[src/rtl/rxs_pkg.sv]
package rxs_pkg;
    localparam int WORD_W = 32;
    localparam int IDX_W  = 5;
    localparam int MST_W  = 4;

    localparam logic [31:0] CRC_POLY_R  = 32'hEDB88320;
    localparam logic [31:0] CRC_RESIDUE = 32'hDEBB20E3;

    localparam logic [15:0] TAG_TPID   = 16'h8100;
    localparam logic [15:0] CTRL_TYPE  = 16'h8808;
    localparam logic [15:0] PAUSE_OP   = 16'h0001;

    localparam int B_IDX_LO = 25;
    localparam int B_MST_LO = 21;
    localparam int B_PAUSE  = 20;
    localparam int B_VLAN   = 19;
    localparam int B_BC     = 18;
    localparam int B_MC     = 17;
    localparam int B_HALT   = 15;
    localparam int B_GOOD   = 14;
    localparam int B_PAR    = 13;
    localparam int B_TYPE   = 12;
    localparam int B_LONG   = 11;
    localparam int B_OVF    = 10;
    localparam int B_CRC    = 9;
    localparam int B_ALIGN  = 8;

    typedef struct packed {
        logic        bcast;
        logic        mcast;
        logic        vlan;
        logic [15:0] type_f;
        logic [15:0] op_f;
    } hdr_t;

    typedef struct packed {
        logic rxer;
        logic ovf;
        logic par;
    } sticky_t;

    function automatic logic [WORD_W-1:0] reset_word();
        logic [WORD_W-1:0] w;
        w = '0;
        w[B_IDX_LO +: IDX_W] = '1;
        w[B_HALT] = 1'b1;
        return w;
    endfunction
endpackage

[src/rtl/rxs_crc32.sv]
module rxs_crc32
    import rxs_pkg::*;
(
    input  logic        clk,
    input  logic        rst_n,
    input  logic        sof,
    input  logic        byte_vld,
    input  logic [7:0]  byte_dat,
    output logic [31:0] crc_q
);
    logic [31:0] crc_d;

    always_comb begin
        logic [31:0] c;
        c = crc_q ^ {24'b0, byte_dat};
        for (int k = 0; k < 8; k++) begin
            c = c[0] ? ((c >> 1) ^ CRC_POLY_R) : (c >> 1);
        end
        crc_d = crc_q;
        if (sof)
            crc_d = '1;
        else if (byte_vld)
            crc_d = c;
    end

    always_ff @(posedge clk) begin
        if (!rst_n) crc_q <= '1;
        else        crc_q <= crc_d;
    end


    crc_seed_chk: assert property (@(posedge clk) disable iff (!rst_n)
        sof |=> (crc_q == 32'hFFFFFFFF));
endmodule

[src/rtl/rxs_err_track.sv]
module rxs_err_track
    import rxs_pkg::*;
#(
    parameter int CNT_W = 12
) (
    input  logic             clk,
    input  logic             rst_n,
    input  logic             sof,
    input  logic             byte_vld,
    input  logic             rx_err,
    input  logic             fifo_ovf,
    input  logic             par_err,
    output logic [CNT_W-1:0] cnt_q,
    output sticky_t          sticky_q
);
    logic [CNT_W-1:0] cnt_d;
    sticky_t          sticky_d;

    always_comb begin
        cnt_d    = cnt_q;
        sticky_d = sticky_q;
        if (sof) begin
            cnt_d    = '0;
            sticky_d = '0;
        end else begin
            if (byte_vld && (cnt_q != '1))
                cnt_d = cnt_q + 1'b1;
            sticky_d.rxer = sticky_q.rxer | rx_err;
            sticky_d.ovf  = sticky_q.ovf  | fifo_ovf;
            sticky_d.par  = sticky_q.par  | par_err;
        end
    end

    always_ff @(posedge clk) begin
        if (!rst_n) begin
            cnt_q    <= '0;
            sticky_q <= '0;
        end else begin
            cnt_q    <= cnt_d;
            sticky_q <= sticky_d;
        end
    end


    cnt_clear_chk: assert property (@(posedge clk) disable iff (!rst_n)
        sof |=> (cnt_q == '0));

    ovf_sticky_chk: assert property (@(posedge clk) disable iff (!rst_n)
        (!sof && fifo_ovf) |=> sticky_q.ovf);
endmodule

[src/rtl/rxs_hdr_parse.sv]
module rxs_hdr_parse
    import rxs_pkg::*;
#(
    parameter int CNT_W = 12
) (
    input  logic             clk,
    input  logic             rst_n,
    input  logic             sof,
    input  logic             byte_vld,
    input  logic [7:0]       byte_dat,
    input  logic [CNT_W-1:0] idx,
    output hdr_t             hdr_q
);
    localparam int DA_LEN = 6;
    localparam int TOFF   = 12;
    localparam int TAGLEN = 4;

    hdr_t hdr_d;

    always_comb begin
        hdr_d = hdr_q;
        if (sof) begin
            hdr_d       = '0;
            hdr_d.bcast = 1'b1;
        end else if (byte_vld) begin
            if (idx < CNT_W'(DA_LEN))
                hdr_d.bcast = hdr_q.bcast & (byte_dat == 8'hFF);
            if (idx == CNT_W'(0))
                hdr_d.mcast = byte_dat[0];
            if (idx == CNT_W'(TOFF))
                hdr_d.type_f[15:8] = byte_dat;
            if (idx == CNT_W'(TOFF + 1)) begin
                hdr_d.type_f[7:0] = byte_dat;
                hdr_d.vlan = ({hdr_q.type_f[15:8], byte_dat} == TAG_TPID);
            end
            if (idx == CNT_W'(TOFF + 2))
                hdr_d.op_f[15:8] = byte_dat;
            if (idx == CNT_W'(TOFF + 3))
                hdr_d.op_f[7:0] = byte_dat;
            if (hdr_q.vlan) begin
                if (idx == CNT_W'(TOFF + TAGLEN))
                    hdr_d.type_f[15:8] = byte_dat;
                if (idx == CNT_W'(TOFF + TAGLEN + 1))
                    hdr_d.type_f[7:0] = byte_dat;
                if (idx == CNT_W'(TOFF + TAGLEN + 2))
                    hdr_d.op_f[15:8] = byte_dat;
                if (idx == CNT_W'(TOFF + TAGLEN + 3))
                    hdr_d.op_f[7:0] = byte_dat;
            end
        end
    end

    always_ff @(posedge clk) begin
        if (!rst_n) begin
            hdr_q       <= '0;
            hdr_q.bcast <= 1'b1;
        end else begin
            hdr_q <= hdr_d;
        end
    end


    bcast_drop_chk: assert property (@(posedge clk) disable iff (!rst_n)
        (!sof && byte_vld && (idx < CNT_W'(DA_LEN)) && (byte_dat != 8'hFF)) |=> !hdr_q.bcast);
endmodule

[src/rtl/rx_frame_status.sv]
module rx_frame_status
    import rxs_pkg::*;
#(
    parameter int CNT_W      = 12,
    parameter int MAX_LEN    = 1518,
    parameter int TAG_EXTRA  = 4,
    parameter int TYPE_LIM   = 1500,
    parameter int DRIB_W     = 3
) (
    input  logic              clk,
    input  logic              rst_n,
    input  logic              sof,
    input  logic              byte_vld,
    input  logic [7:0]        byte_dat,
    input  logic              eof,
    input  logic [DRIB_W-1:0] dribble_bits,
    input  logic              rx_err,
    input  logic              fifo_ovf,
    input  logic              par_err,
    input  logic              match_hit,
    input  logic [4:0]        match_idx,
    input  logic [3:0]        match_stat,
    input  logic              long_en,
    input  logic              rx_en,
    input  logic              halt_imm,
    output logic              stat_vld,
    output logic [31:0]       stat_word
);
    localparam logic [CNT_W-1:0] LIM_PLAIN = CNT_W'(MAX_LEN);
    localparam logic [CNT_W-1:0] LIM_TAG   = CNT_W'(MAX_LEN + TAG_EXTRA);

    typedef struct packed {
        logic              vld;
        logic [WORD_W-1:0] word;
        logic              halted;
    } top_t;

    top_t             st_d, st_q;
    logic [31:0]      crc_q;
    logic [CNT_W-1:0] cnt_q;
    sticky_t          sticky_q;
    hdr_t             hdr_q;

    rxs_crc32 i_crc (
        .clk(clk), .rst_n(rst_n), .sof(sof), .byte_vld(byte_vld),
        .byte_dat(byte_dat), .crc_q(crc_q)
    );

    rxs_err_track #(.CNT_W(CNT_W)) i_err (
        .clk(clk), .rst_n(rst_n), .sof(sof), .byte_vld(byte_vld),
        .rx_err(rx_err), .fifo_ovf(fifo_ovf), .par_err(par_err),
        .cnt_q(cnt_q), .sticky_q(sticky_q)
    );

    rxs_hdr_parse #(.CNT_W(CNT_W)) i_hdr (
        .clk(clk), .rst_n(rst_n), .sof(sof), .byte_vld(byte_vld),
        .byte_dat(byte_dat), .idx(cnt_q), .hdr_q(hdr_q)
    );

    always_comb begin
        logic crc_bad, align, ovf, par, long_f, halt_now;
        logic [WORD_W-1:0] w;

        crc_bad  = (crc_q != CRC_RESIDUE) | sticky_q.rxer | rx_err;
        align    = (dribble_bits != '0) & crc_bad;
        ovf      = sticky_q.ovf | fifo_ovf;
        par      = sticky_q.par | par_err;
        long_f   = !long_en && (cnt_q > (hdr_q.vlan ? LIM_TAG : LIM_PLAIN));
        halt_now = !rx_en || halt_imm;

        w = '0;
        w[B_IDX_LO +: IDX_W] = match_hit ? match_idx : 5'h1F;
        w[B_MST_LO +: MST_W] = match_stat;
        w[B_PAUSE] = (hdr_q.type_f == CTRL_TYPE) && (hdr_q.op_f == PAUSE_OP);
        w[B_VLAN]  = hdr_q.vlan;
        w[B_BC]    = hdr_q.bcast;
        w[B_MC]    = hdr_q.mcast && !hdr_q.bcast;
        w[B_HALT]  = st_q.halted || halt_now;
        w[B_PAR]   = par;
        w[B_TYPE]  = hdr_q.type_f > 16'(TYPE_LIM);
        w[B_LONG]  = long_f;
        w[B_OVF]   = ovf;
        w[B_CRC]   = crc_bad;
        w[B_ALIGN] = align;
        w[B_GOOD]  = !(par || long_f || ovf || crc_bad || align);

        st_d     = st_q;
        st_d.vld = eof;
        if (eof)
            st_d.word = w;
        if (halt_now)
            st_d.halted = 1'b1;
        else if (sof)
            st_d.halted = 1'b0;
    end

    always_ff @(posedge clk) begin
        if (!rst_n) begin
            st_q.vld    <= 1'b0;
            st_q.word   <= reset_word();
            st_q.halted <= 1'b1;
        end else begin
            st_q <= st_d;
        end
    end

    assign stat_vld  = st_q.vld;
    assign stat_word = st_q.word;


    vld_after_eof_chk: assert property (@(posedge clk) disable iff (!rst_n)
        stat_vld |-> $past(eof));

    word_hold_chk: assert property (@(posedge clk) disable iff (!rst_n)
        !$past(eof) |-> $stable(stat_word));

    bc_mc_excl_chk: assert property (@(posedge clk) disable iff (!rst_n)
        stat_vld |-> !(stat_word[B_BC] && stat_word[B_MC]));

    align_needs_crc_chk: assert property (@(posedge clk) disable iff (!rst_n)
        (stat_vld && stat_word[B_ALIGN]) |-> stat_word[B_CRC]);

    good_clean_chk: assert property (@(posedge clk) disable iff (!rst_n)
        (stat_vld && stat_word[B_GOOD]) |->
            !(stat_word[B_PAR] | stat_word[B_LONG] | stat_word[B_OVF] | stat_word[B_CRC]));

    miss_index_chk: assert property (@(posedge clk) disable iff (!rst_n)
        (stat_vld && $past(!match_hit)) |-> (stat_word[29:25] == 5'h1F));

    halt_set_chk: assert property (@(posedge clk) disable iff (!rst_n)
        (!rx_en || halt_imm) |=> st_q.halted);
endmodule

[config.mk]
export PLATFORM = sky130hd
export DESIGN_NAME = rx_frame_status
export DESIGN_NICKNAME = d
export VERILOG_FILES = /design/src/rtl/rxs_pkg.sv /design/src/rtl/rxs_crc32.sv /design/src/rtl/rxs_err_track.sv /design/src/rtl/rxs_hdr_parse.sv /design/src/rtl/rx_frame_status.sv
export SDC_FILE = /design/constraint.sdc
export NUM_CORES = 1
export LEC_CHECK = 0
export ABC_CLOCK_PERIOD_IN_PS = 7100
export BUFFER_PORTS_ARGS = -buffer_cell sky130_fd_sc_hd__buf_4
export CAP_MARGIN = 20
export CORE_MARGIN = 5
export CORE_UTILIZATION = 63
export DETAILED_ROUTE_END_ITERATION = 10
export PLACE_DENSITY = 0.95
export SLEW_MARGIN = 20
export SYNTH_ARGS = -nofsm -noshare
export SYNTH_HDL_FRONTEND = slang
export SYNTH_SLANG_ARGS = --single-unit
export TNS_END_PERCENT = 100
[constraint.sdc]
create_clock -name clk -period 7.1 [get_ports clk]
set_clock_uncertainty 0.2 [all_clocks]
set_input_delay 1.775 -clock clk [delete_from_list [all_inputs] [get_ports clk]]
set_output_delay 1.775 -clock clk [all_outputs]
set_load 0.05 [all_outputs]
# Word-level counts from Yosys, hierarchy flattened
# Cells that the tools add are included.
dict set report classes {
  n_addsub 1
  magnitude_cmp 3
  eq_ne 14
  muxes 19
  n_bitwise 17
  n_reduce_logical 21
}
# cell n
set ops {}
lappend ops {{$mux 32} 9}
lappend ops {{$not 13->14} 8}
lappend ops {{$mux 8} 8}
lappend ops {{$eq 12x4->1 const B} 4}
lappend ops {{$eq 12x5->1 const B} 4}
lappend ops {{$eq 16x16->1 const B} 2}
lappend ops {{$ne 32x32->1 const B} 1}
lappend ops {{$xor 32x8->32} 1}
lappend ops {{$eq 16x1->1 const B} 1}
lappend ops {{$gt 16x11->1 const B} 1}
lappend ops {{$add 12x1->12 const B} 1}
lappend ops {{$gt 12x11->1} 1}
lappend ops {{$logic_not 12->1} 1}
lappend ops {{$lt 12x3->1 const B} 1}
lappend ops {{$ne 12x12->1 const B} 1}
lappend ops {{$mux 5} 2}
lappend ops {{$eq 8x8->1 const B} 1}
lappend ops {{$logic_or 1x1->1} 6}
lappend ops {{$reduce_and 2->1} 3}
lappend ops {{$or 1x1->1} 5}
lappend ops {{$logic_and 1x1->1} 4}
lappend ops {{$logic_not 1->1} 4}
lappend ops {{$reduce_or 2->1} 2}
lappend ops {{$reduce_bool 3->1} 1}
lappend ops {{2 further kinds} 3}
dict set report totals {
  reg_bits 105
  input_bits 32
  output_inout_bits 33
  elab_cells 88
}

# Logic depth before layout (Yosys ltp)
dict set report depth {
  ltp_word 17
  mapped_depth 7
  depth_no_buf 6
}

# Modules after synthesis
# Synthesis repeated with hierarchy kept, for this count alone.
dict set report hier_totals {
  hier_cells 580
  hier_area_um2 5526.6
}
# mod instances cells_per_inst area_per_inst_um2 seq_area_each_um2
set by_module_without_submodules {}
lappend by_module_without_submodules {rxs_crc32 1 202 1910.6 640.6}
lappend by_module_without_submodules {rxs_hdr_parse 1 135 1486.4 700.7}
lappend by_module_without_submodules {rx_frame_status 1 163 1430.1 460.4}
lappend by_module_without_submodules {rxs_err_track 1 80 699.4 300.3}

# Worst setup path before layout
# Ideal clock, no wire load.
dict set report synth_path {
  kind {input port to flip-flop}
  startpoint {in byte_dat[0]}
  endpoint {reg i_crc.crc_q[17]}
  setup_time_ps 120
  t_arrival_ps 3229
  t_required_ps 6780
  path_slack_ps 3551
  path_stages 6
  path_buffers 1
  cell_sequence {buf_6 > xor2_4 > xnor3_4 > xnor3_1 > nor2_1 > a211o_1}
}
dict set report synth_between {
  elab_chain_cells 13
}
# element line_no
set synth_rtl {}
lappend synth_rtl {{from (decl)} rx_frame_status.sv:14} ;# input logic [7:0] byte_dat,
lappend synth_rtl {{$xor 32x8->32 (*)} rxs_crc32.sv:15} ;# c = crc_q ^ {24'b0, byte_dat};
lappend synth_rtl {{$mux 32 (*)} rxs_crc32.sv:17} ;# c = c[0] ? ((c >> 1) ^ CRC_POLY_R) : (c >> 1);
lappend synth_rtl {{$not 13->14 (no source line)} -}
lappend synth_rtl {{$mux 32 (*) (2 in a row)} rxs_crc32.sv:17}
lappend synth_rtl {{$not 13->14 (no source line)} -}
lappend synth_rtl {{$mux 32 (*)} rxs_crc32.sv:17}
lappend synth_rtl {{$not 13->14 (no source line)} -}
lappend synth_rtl {{$mux 32 (*)} rxs_crc32.sv:17}
lappend synth_rtl {{$not 13->14 (no source line)} -}
lappend synth_rtl {{$mux 32 (*) (3 in a row)} rxs_crc32.sv:17}
lappend synth_rtl {{to (signal assigned)} rxs_crc32.sv:28} ;# else crc_q <= crc_d;
lappend synth_rtl {{to (decl)} rxs_crc32.sv:9} ;# output logic [31:0] crc_q
# Mark *: on every way between the ends. The rest lies on a longest branch, timed or not.
# A chain may end at the register's enable or synchronous reset.

# Worst setup path in the final report
dict set report layout_path {
  startpoint {in byte_vld}
  endpoint {reg i_err.cnt_q[6]}
}
dict set report layout_between {
  elab_chain_cells 1
}
# element line_no
set layout_rtl {}
lappend layout_rtl {{from (decl)} rx_frame_status.sv:13} ;# input logic byte_vld,
lappend layout_rtl {{$logic_and 1x1->1} rxs_err_track.sv:26} ;# if (byte_vld && (cnt_q != '1))
lappend layout_rtl {{to (signal assigned)} rxs_err_track.sv:39} ;# cnt_q <= cnt_d;
lappend layout_rtl {{to (decl)} rxs_err_track.sv:13} ;# output logic [CNT_W-1:0] cnt_q,
# No other way between the ends.

==> results_dict.tcl <==
set metrics [dict create \
    synth_edf_count 0 \
    yosysWarnings 0 \
    routed_wl_um 11900 \
    async_flop_share_pct 0 \
    start_util_pct 65.0 \
    start_kind "input port" \
    fmax_mhz 259 \
    setup-violations-final 0 \
    hold_viol 0 \
    drt_iter0_drc 366 \
    maxSlewHeadroom_pct 28.3 \
    slowest_delay_ns 0.78 \
    crit_slowest_cell "clkinv_1" \
    grt_busiest_layer "met2" \
    syn_to_final_growth_pct 7.36 \
    gr-total-overflow 0 \
    antenna_left 0 \
    htreeDepth 3 \
    yosysTopAreaCell "dfxtp_1" \
    clock_path_buffers 2 \
    status "completed" \
    synth_area_leaders "dfxtp_1 39%, xnor2_1 6.0%, nand2_1 4.9%" \
    cts_buffers 9 \
    use_met2_pct 38.2 \
    gp_congestion 0.862 \
    crit_chain "buf_4 -> clkinv_1 -> or2_2 -> nor3b_1 -> xnor2_1 -> nor2_1" \
    fp.dieH_um 102 \
    synth_area_mm2 0.00537 \
    crit_type "input port to register" \
    gr-usage-met1_pct 30.4 \
    rows 33 \
    holdCritPathClass "register to register" \
    yosysSeqAreaShare_pct 39.2 \
    track_usage_pct 23.3 \
    core_area_mm2 0.00826 \
    root_buffer "clkbuf_8" \
    synth.avg_cell_area_um2 8.83 \
    num-nets-final 654 \
    tightest_slew_ns 1.08 \
    grt_max_degree 53 \
    p_leak_nw 2.14 \
    postLayoutCellArea_mm2 0.00576 \
    route.vias.total 4312 \
    crit_family "buffers and inverters" \
    min_period_ns 3.86 \
    dpl-instance-area_mm2 0.00553 \
    yosysUniqueCellTypes 61 \
    crit_path_end_kind "register" \
    synth.top_cell.area_share_pct 39.2 \
    use_met3_pct 4.30 \
    post_cts_resized 0 \
    die_area_mm2 0.0105 \
    ir_drop_uv 129 \
    grt_pass1_vias 4074 \
    post-route-period-util_pct 54.3 \
    post-route-drc-count 0 \
    power_density_mw_per_mm2 238 \
    rsz0062_at_grt "no" \
    cap_violations 0 \
    slew_violations 0 \
    cts_tree "built" \
    insertion_delay_ns 0.38 \
    antennaDiodeCount 0 \
    first_pass_iters 4 \
    tns_ns 0 \
    viasPerCell 5.95 \
    io_buffers 53 \
    grt_pass1_wl_um 19400 \
    place_hpwl_um 8360 \
    postCtsSetupBuffers 0 \
    cp.arrival_ns 3.89 \
    clock-sinks 105 \
    synth_cells 608 \
    hold_buffers 0 \
    io_pins 65 \
    clk_pin_slew_worst_paths_ns 0.10 \
    ys_seq_elements 105 \
    worst-path-buf-inv 2 \
    antenna_found_initial 0 \
    worst-path-max-fanout 37 \
    die_x_um 102 \
    post-route-util_pct 69.8 \
    critPathRequiredTime_ns 7.14 \
    layout-drive-gt1-share_pct 14.2 \
    wire_per_inst_um 16.4 \
    ys.flop_type "dfxtp_1" \
]
worst min-delay path: cells and delay by family (launching register included):
| kind | cells | cell delay (ns) |
|---|---|---|
| AOI/OAI and AO/OA | 1 | 0.05 |
| and+or+nand+nor | 1 | 0.05 |
| DFF | 1 | 0.32 |
cells in the mapped netlist, drive strengths merged (7+ instances only):
cell type  count
nor2          55
a21oi         39
clkbuf        25
nand3         41
ha             7
xor2          26
xnor2         44
buf           42
nand2         70
nand4         11
o21ai         26
and2           7
dfxtp        105
nor2b         12
mux2i          8
layer usage:
layer,up-vias,part of all wire (%),routed length (um)
met2,193,47,5600
li1,2051,-,-
met1,2039,42,4990
met3,29,8.7,1040
met5,-,0,0
met4,0,2.2,260
worst paths after layout:
path,startpoint,to,slack (ns),cells after the start
worst min register to register,i_hdr.hdr_q[4],i_hdr.hdr_q[4],0.26,2
worst min-delay path,i_hdr.hdr_q[4],i_hdr.hdr_q[4],0.26,2
worst max-delay path,byte_vld,i_err.cnt_q[6],3.24,6
worst max register to register,i_err.cnt_q[8],i_hdr.hdr_q[33],4.65,5
logic make-up (layout without fill, tap and decap cells):
kind of cell	after synthesis	count (layout)	share of synthesized area [%]
and+or+nand+nor	238	238	22.1
DFF	105	105	39.2
AOI/OAI and AO/OA	100	100	11.5
buffers and inverters	75	77	8.46
xor gates and xnor gates	74	74	15.6
muxes	8	8	1.49
adders and majority gates	7	7	1.63
other	1	11	0.0698
registers in the layout, indices dropped and copies added (netlist names):
signal and flops:
stat_vld 1, st_q 1, i_crc.crc_q 32, i_hdr.hdr_q 35
i_err.sticky_q 3, i_err.cnt_q 12, stat_word 21
final cells by class:
| type | count | area (um2) |
|---|---|---|
| Multi-Input combinational cell | 438 | 2860 |
| Fill cell | 581 | 2490 |
| Sequential cell | 105 | 2100 |
| Timing Repair Buffer | 55 | 413 |
| Tap cell | 105 | 131 |
| Clock buffer | 9 | 124 |
| Clock inverter | 7 | 111 |
| Inverter | 6 | 22.5 |
cells in the final DEF, fill, tap and decap left out, types with 3 or more instances in the layout:
master and count:
o22ai_1 4, xnor3_1 3, mux2i_1 8, xor2_1 23, nand3_1 41, a211o_1 4
xnor2_1 37, nand4b_1 5, o211a_1 4, conb_1 11, nand2b_1 3, dfxtp_1 105
nand2_1 70, nor4_1 5, o211ai_1 5, clkbuf_8 9, a21oi_1 39, nor3_1 4
o311ai_0 5, ha_1 7, nand3b_1 4, buf_4 55, o21ai_0 26, inv_1 5
xor2_4 3, nor4b_1 6, nor2_1 55, nor2b_1 12, nand4_1 11, and2_1 6
xnor2_2 5
power by group:
group / switching, mW / internal, mW
logic: 0.179 / 0.138
registers: 0.0199 / 0.611
clock network: 0.221 / 0.205
total: 0.420 / 0.954
metrics by stage:
step	cells	setup WS [ns]	hold WS, ns	total power, mW
2_1_floorplan	618	3.55	0.225	0.906
3_3_place_gp	709	2.93	0.241	0.946
3_5_place_dp	709	2.88	0.248	0.959
4_1_cts	725	3.29	0.263	1.37
5_1_grt	725	3.10	0.286	1.43
6_report	725	3.24	0.262	1.37
Note: power is estimated with default switching activity, not from simulation.
